$ cat config.mk
export PLATFORM = sky130hd
export DESIGN_NAME = bus_xcvr
export DESIGN_NICKNAME = d
export VERILOG_FILES = /design/src/rtl/bus_xcvr_pkg.sv /design/src/rtl/bus_xcvr_edge.sv /design/src/rtl/bus_xcvr_store.sv /design/src/rtl/bus_xcvr_drive.sv /design/src/rtl/bus_xcvr_path.sv /design/src/rtl/bus_xcvr.sv
export SDC_FILE = /design/constraint.sdc
export NUM_CORES = 1
export LEC_CHECK = 0
export BUFFER_PORTS_ARGS = -buffer_cell sky130_fd_sc_hd__buf_4
export CORE_ASPECT_RATIO = 1.75
export CORE_UTILIZATION = 25
export DETAILED_ROUTE_END_ITERATION = 8
export PLACE_DENSITY = 0.43
export RECOVER_POWER = 50
export SYNTH_ARGS = -nofsm -noshare
export SYNTH_HDL_FRONTEND = slang
export SYNTH_SLANG_ARGS = --single-unit
$ cat constraint.sdc
create_clock -name clk -period 1.09 [get_ports clk]
set_input_delay 0.109 -clock clk [delete_from_list [all_inputs] [get_ports clk]]
set_output_delay 0.109 -clock clk [all_outputs]
set_load 0.03 [all_outputs]
$ cat src/rtl/bus_xcvr_pkg.sv
package bus_xcvr_pkg;

  typedef enum logic [1:0] {
    ACT_KEEP    = 2'd0,
    ACT_FOLLOW  = 2'd1,
    ACT_CAPTURE = 2'd2
  } store_act_t;

  // Follow mode wins over the strobe; with follow off only an edge loads.
  function automatic store_act_t pick_action(input logic follow, input logic edge_seen);
    if (follow)         return ACT_FOLLOW;
    else if (edge_seen) return ACT_CAPTURE;
    else                return ACT_KEEP;
  endfunction

endpackage

$ cat src/rtl/bus_xcvr_edge.sv
module bus_xcvr_edge (
  input  logic clk,
  input  logic strobe,
  output logic rise
);
  logic strobe_q;

  // Tracks the strobe even during reset so release never fakes an edge.
  always_ff @(posedge clk) begin
    strobe_q <= strobe;
  end

  assign rise = strobe & ~strobe_q;
endmodule

$ cat src/rtl/bus_xcvr_store.sv
module bus_xcvr_store
  import bus_xcvr_pkg::*;
#(
  parameter int W = 18
) (
  input  logic         clk,
  input  logic         rst,
  input  store_act_t   act,
  input  logic [W-1:0] d,
  output logic [W-1:0] word_next
);
  logic [W-1:0] word_q;

  always_comb begin
    case (act)
      ACT_FOLLOW, ACT_CAPTURE: word_next = d;
      default:                 word_next = word_q;
    endcase
  end

  always_ff @(posedge clk) begin
    if (rst) word_q <= '0;
    else     word_q <= word_next;
  end
endmodule

$ cat src/rtl/bus_xcvr_drive.sv
module bus_xcvr_drive #(
  parameter int W       = 18,
  parameter bit OE_HIGH = 1'b1
) (
  input  logic         clk,
  input  logic         rst,
  input  logic         oe_pin,
  input  logic [W-1:0] word,
  output logic [W-1:0] dout,
  output logic         drive
);
  localparam logic [W-1:0] IDLE_VAL = '0;
  logic en;

  generate
    if (OE_HIGH) begin : g_pos
      assign en = oe_pin;
    end else begin : g_neg
      assign en = ~oe_pin;
    end
  endgenerate

  always_ff @(posedge clk) begin
    if (rst) begin
      dout  <= IDLE_VAL;
      drive <= 1'b0;
    end else begin
      dout  <= en ? word : IDLE_VAL;
      drive <= en;
    end
  end
endmodule

$ cat src/rtl/bus_xcvr_path.sv
module bus_xcvr_path
  import bus_xcvr_pkg::*;
#(
  parameter int W       = 18,
  parameter bit OE_HIGH = 1'b1
) (
  input  logic         clk,
  input  logic         rst,
  input  logic [W-1:0] src,
  input  logic         oe_pin,
  input  logic         follow,
  input  logic         strobe,
  output logic [W-1:0] dst,
  output logic         dst_drive
);
  logic         rise;
  store_act_t   act;
  logic [W-1:0] word_next;

  bus_xcvr_edge u_edge (
    .clk    (clk),
    .strobe (strobe),
    .rise   (rise)
  );

  assign act = pick_action(follow, rise);

  bus_xcvr_store #(.W(W)) u_store (
    .clk       (clk),
    .rst       (rst),
    .act       (act),
    .d         (src),
    .word_next (word_next)
  );

  bus_xcvr_drive #(.W(W), .OE_HIGH(OE_HIGH)) u_drive (
    .clk    (clk),
    .rst    (rst),
    .oe_pin (oe_pin),
    .word   (word_next),
    .dout   (dst),
    .drive  (dst_drive)
  );
endmodule

$ cat src/rtl/bus_xcvr.sv
module bus_xcvr #(
  parameter int W = 18
) (
  input  logic         clk,
  input  logic         rst,
  input  logic [W-1:0] a_in,
  input  logic         ab_oe,
  input  logic         ab_le,
  input  logic         ab_strobe,
  output logic [W-1:0] b_out,
  output logic         b_drive,
  input  logic [W-1:0] b_in,
  input  logic         ba_oe_n,
  input  logic         ba_le,
  input  logic         ba_strobe,
  output logic [W-1:0] a_out,
  output logic         a_drive
);
  // A-to-B: enable active high; B-to-A: enable active low.
  bus_xcvr_path #(.W(W), .OE_HIGH(1'b1)) u_ab (
    .clk       (clk),
    .rst       (rst),
    .src       (a_in),
    .oe_pin    (ab_oe),
    .follow    (ab_le),
    .strobe    (ab_strobe),
    .dst       (b_out),
    .dst_drive (b_drive)
  );

  bus_xcvr_path #(.W(W), .OE_HIGH(1'b0)) u_ba (
    .clk       (clk),
    .rst       (rst),
    .src       (b_in),
    .oe_pin    (ba_oe_n),
    .follow    (ba_le),
    .strobe    (ba_strobe),
    .dst       (a_out),
    .dst_drive (a_drive)
  );
endmodule

* Word level (Yosys, flattened, before mapping)
Index checks and enable logic that the tools add are counted. W data, S select, Z words.
Storage, ports and cells: input bits 44, output and inout bits 38, register bits after elaboration 76
Cells by class: mux-type cells 6, bitwise gates (word level) 6, reductions and logical operators 4, eq/ne operators 4
Operator list (number):
- $mux W18 | 2
- $mux W2 | 4
- $reduce_or A2 Y1 | 4
- $eq A2 B1 Y1 const B | 2
- $eq A2 B2 Y1 const B | 2
- $not A1 Y1 | 4
- $and A1 B1 Y1 | 2

* Logic depth before layout (Yosys ltp)
word-level depth 7, depth in mapped cells 5, mapped depth without buffers 3

* Cells and area by module
Synthesis repeated with hierarchy kept, for this count alone.
Unflattened totals: cells, all modules 282, area total of the unflattened synthesis 3440.8 um^2
Modules (own cells, without submodules):
- bus_xcvr_store | seq. area each 360.3 um^2, area an instance 1082.3 um^2, cells an instance 97, times used 2
- bus_xcvr_drive (u_ba.u_drive) | seq. area each 380.4 um^2, area an instance 618.1 um^2, cells an instance 42, times used 1
- bus_xcvr_drive (u_ab.u_drive) | seq. area each 380.4 um^2, area an instance 563.0 um^2, cells an instance 40, times used 1
- bus_xcvr_edge | seq. area each 20.0 um^2, area an instance 33.8 um^2, cells an instance 2, times used 2
- bus_xcvr_path | seq. area each 0.0 um^2, area an instance 13.8 um^2, cells an instance 1, times used 2

* Worst setup path before layout
OpenSTA, ideal clock, no wires.
path type reg-to-reg, start point reg u_ab.u_edge.strobe_q, end point reg u_ab.u_store.word_q[10], slack -0.104 ns, buffers on the path 2, period minus slack after synthesis 1.194 ns, data required time 1.021 ns, stages on the path, launching flop included 6, arrival time 1.125 ns, cells stage by stage dfxtp_1 nor2b_4 buf_6 buf_6 or4b_1 o21ai_1
On the way: longest elaborated chain between the ends 7, elaborated cells between the ends (all ways) 8, those cells by class eq/ne: 2; mux: 3; bitwise: 2; reduce/logical: 1
Ends and longest elaborated chain:
- from (decl) | RTL line bus_xcvr_edge.sv:6 | logic strobe_q;
- from (signal assigned) | RTL line bus_xcvr_edge.sv:10 | strobe_q <= strobe;
- $not A1 Y1 (*) | RTL line bus_xcvr_edge.sv:13 | assign rise = strobe & ~strobe_q;
- $and A1 B1 Y1 (*) | RTL line bus_xcvr_edge.sv:13
- $mux W2 (*) | RTL line bus_xcvr_pkg.sv:12 | else if (edge_seen) return ACT_CAPTURE;
- $mux W2 (*) | RTL line bus_xcvr_pkg.sv:11 | if (follow) return ACT_FOLLOW;
- $eq A2 B1 Y1 or $eq A2 B2 Y1 (tied branches) | RTL line bus_xcvr_store.sv:15 | case (act)
- $reduce_or A2 Y1 (*) | RTL line bus_xcvr_store.sv:15
- $mux W18 (*) | RTL line bus_xcvr_store.sv:15
- to (signal assigned) | RTL line bus_xcvr_store.sv:23 | else word_q <= word_next;
- to (decl) | RTL line bus_xcvr_store.sv:12 | logic [W-1:0] word_q;
Mark *: on every way between the ends. The rest lies on a longest branch, timed or not. A chain may end at the register's enable or synchronous reset.

* Worst setup path after layout
start point reg u_ab.u_edge.strobe_q, end point reg u_ab.u_store.word_q[15]
The elaborated chain is that of the path after synthesis.

==> results.md <==
- Counting every instance in the synthesized netlist gives 324.
- The category of the worst setup path launch point is a register.
- Once detail routing completed, the nets flagged for antenna violations numbered 0.
- The critical path ends at u_ab.u_store.word_q[15].
- Setup repair after global routing could not meet its margin everywhere.
- On the worst path, the slowest cell contributes a delay of 0.47 ns.
- The type of destination of the critical path is a register.
- The overall die height is 150 µm.
- After synthesis, the cell types taking the most area are dfxtp_1 48%, mux2i_1 17%, nand2b_1 11%.
- The largest area contributor in the netlist is dfxtp_1.
- The die area is 0.0131 mm².
- Including well taps, the total number of placed cells is 554.
- The routed via count is 2429.
- The type of the worst setup path is reg2reg.
- Counting the buffers created by CTS gives 9.
- After legalization and detailed placement, the total HPWL measured 4650 µm.
- A synthesized cell averages 9.72 µm².
- The final net count is 453.
- The share of the core filled with cells in the final layout is 0.362.
- The post-layout instance count excluding filler cells is 578.
- The maximum count of clock buffers along a single path is 2.
- The synthesis warning total is 0.
- For the worst flop-to-flop path, the logic depth is 4.
- Of the post-synthesis cell area, the dominant cell type holds 0.483.
- The share of the yosys chip area belonging to registers is 0.483.
- On the critical path, the stage with the largest delay is an instance of or4b_4.
- The aggregate global-route resource usage is 0.114.
- Synthesis instantiated 18 different standard cells from the library.
- The total clock sinks is 76.
- The tightest min-delay check is of the in2reg type.
- Before CTS, the worst setup slack after placement is -0.151 ns.
- Data arrives at the worst endpoint at 1.41 ns.
- Clock skew on the completed layout was measured at 0.00489 ns.
- The synthesized netlist occupies a cell area of 0.00315 mm².
- In this run the core area contains 53 standard-cell rows.
- By instance count, the leading cell after synthesis is dfxtp_1.
- Summed over all cells, the static leakage comes to 1.84 nW.
- The number of global-route vias before repair came to 2309.
- The share of cells above drive strength 1 is 0.293.
- The total of max-cap violations is 0.
- The number of pins exceeding their max-slew limit in the final report came to 0.
- The most critical setup path has its startpoint at u_ab.u_edge.strobe_q.
- Once routing completed, OpenROAD measured the worst setup slack at -0.0483 ns.
- The final reports fail on negative setup slack.
- The number of H-tree branching levels is 3.
- The flow ran to the end, but the final reports show violations.
- Traced cell by cell, the critical path runs through nor2b_4 > buf_6 > or4b_4 > o21ai_1.
- The slack of the worst reg-to-reg path is -0.05 ns.
- The tree is rooted in a clkbuf_16.
- The prevailing post-synth register cell is dfxtp_1.
- The setup-violating endpoint count in the final report is 29.
- The worst-skew pair later-pin latency is 0.33 ns.
- The placeable core region is 0.0121 mm².
- The repair_antennas step left the layout with diodes totalling 0.
- At the worst endpoint, the required time is 1.36 ns.
- Summed over all layers, the routed wires come to 7300 µm.
- For this run, design rule violations remaining after detail routing come to 0.
- In the synthesized netlist, the cells that appear most often are 76 x dfxtp_1, 72 x nand2_1, 54 x mux2i_1, 54 x nand2b_1, 18 x or4b_1.
- The clock slew at the register clock pins of the worst setup and hold paths is 0.06 ns.
- The count of state elements after synthesis is 76.
- The final cycle utilization of the critical path is 1.04.
- Entering global routing, the biggest net connects 38 pins.
- The final weighted congestion in routability-driven placement is 0.658.
- The first global-routing pass estimated 11200 µm of wire.
- The global route total overflow is 0.
- The initial core utilization is 0.260.
- In the synthesized netlist the async set-or-reset flop fraction comes to 0.
- The total power divided by cell area is 1640 mW/mm².
- Summing all placed instances gives a cell area of 0.00397 mm².
- The routed design could run at a clock period as short as 1.14 ns.
- For the pin with the worst max-slew slack, the measured transition is 0.625 ns.
- The initial antenna violation count is 0.
- Along the worst path, the maximum fanout reaches 10.
- The total iterations of the first detailed-routing run is 4.
- The DRC marker count from the first detailed-route iteration is 50.
- From synthesis to final layout, the design area changed by 39.5%.
- The floorplan step set the die width to 86.8 µm.
- Summing all non-filler instances in the final layout gives an area of 0.00439 mm².
- TritonCTS built the clock tree.
- The number of input and output port buffers inserted is 81.
- The worst-case headroom to the max-slew limit is 0.584.
- The routed wire length per instance is 12.6 µm.
- The capture point of the worst reg-to-reg path is u_ab.u_store.word_q[15].
- The number of synthesized flops with an enable pin is 0.
- The total count of hold-check failures in the final report is 0.
- The launching point of the worst reg2reg path is u_ab.u_edge.strobe_q.
- The worst-case IR drop observed on VDD is 0.703 mV.
- The number of ports placed on the die boundary is 82.
- The timing-limited maximum frequency is 878 MHz.
- When the netlist entered floorplanning its net count stood at 368.
- Dividing the detail-routed via count by the number of cells gives 4.20.
cell families after synthesis:
family                 after synthesis  share of synthesized area
and+or+nand+nor                    148                      0.262
DFF                                 76                      0.483
muxes                               54                      0.172
buffers and inverters               27                     0.0528
AOI/OAI and AO/OA                   19                     0.0302
what timing repair did:
item	CTS	global route
endpoints found under the hold margin	2	0
buffers inserted	3	1
resized for setup	3	6
endpoints found under the setup margin	37	60
hold buffers	2	0
pin swaps	0	1
gates cloned	0	3
placed cells by master (no fill, tap or decap):
cell,synthesis,routed
mux2i_1,54,54
nor2_2,1,1
or4b_4,0,2
dfxtp_2,0,2
buf_12,0,8
o21ai_0,2,1
a21oi_4,0,1
inv_2,0,1
nand2b_1,54,54
bufinv_16,0,2
dlygate4sd3_1,0,2
nor2_4,1,1
clkinv_2,0,1
nor2b_2,0,1
buf_4,4,61
clkbuf_1,7,2
clkbuf_16,0,11
dfxtp_1,76,74
clkbuf_8,0,2
nor2b_4,1,1
o21ai_1,16,17
buf_6,5,5
nand2_1,72,72
clkbuf_2,2,20
clkinvlp_4,0,1
or4b_1,18,16
worst max-delay path: cells and delay by family (launching register included):
family | cells | cell delay, ns
buf+inv | 1 | 0.14
simple gates | 2 | 0.53
flops | 1 | 0.33
compound gates | 1 | 0.08
state kept, by name (all words and copies together) (netlist names):
name	flops
u_ab.u_drive.dout	18
u_ab.u_edge.strobe_q	1
u_ab.u_drive.drive	1
u_ba.u_drive.dout	18
u_ba.u_edge.strobe_q	1
u_ba.u_store.word_q	18
u_ba.u_drive.drive	1
u_ab.u_store.word_q	18
metal layers:
layer / up-vias / global-route usage / wire (µm)
li1: 1238 / - / -
met1: 1122 / 0.126 / 3040
met2: 58 / 0.191 / 3720
met3: 11 / 0.0252 / 326
met4: 0 / 0.0775 / 202
met5: - / 0 / 0
cell type report:
type                       count  area [µm²]
inverter                       1        3.75
clock buffer                  11         253
multi-input combinational    221        1480
tap                          165         206
timing repair buffer         100         852
sequential                    76        1520
clock inverter                 4        72.6
fill                        1275        7740
where the power goes:
part / switching, mW / leakage (nW) / internal [mW]
clock: 1.16 / 0.158 / 2.11
combinational: 0.476 / 1.06 / 0.454
sequential: 0.0619 / 0.626 / 2.94
per-stage QoR:
| stage | hold slack, ns | power (mW) | TNS, ns |
|---|---|---|---|
| 3_3_place_gp | 0.227 | 3.94 | -2.61 |
| 6_report | 0.0296 | 7.20 | -0.804 |
| 3_5_place_dp | 0.228 | 3.96 | -3.96 |
| 5_1_grt | 0.0208 | 7.50 | -2.72 |
| 4_1_cts | 0.0179 | 7.29 | -0.928 |
| 2_1_floorplan | 0.137 | 3.59 | -2.98 |
worst min path at each step:
stage                                       end  startpoint  slack (ns)  depth (start not counted)
final                     u_ba.u_drive.dout[16]    b_in[16]        0.03                          3
after global routing      u_ab.u_drive.dout[11]    a_in[11]        0.02                          3
after CTS                 u_ba.u_drive.dout[16]    b_in[16]        0.02                          3
after detailed placement   u_ab.u_edge.strobe_q   ab_strobe        0.23                          1
after global placement     u_ab.u_edge.strobe_q   ab_strobe        0.23                          1
after floorplan            u_ba.u_edge.strobe_q   ba_strobe        0.14                          0
(Power assumes the default switching activity.)
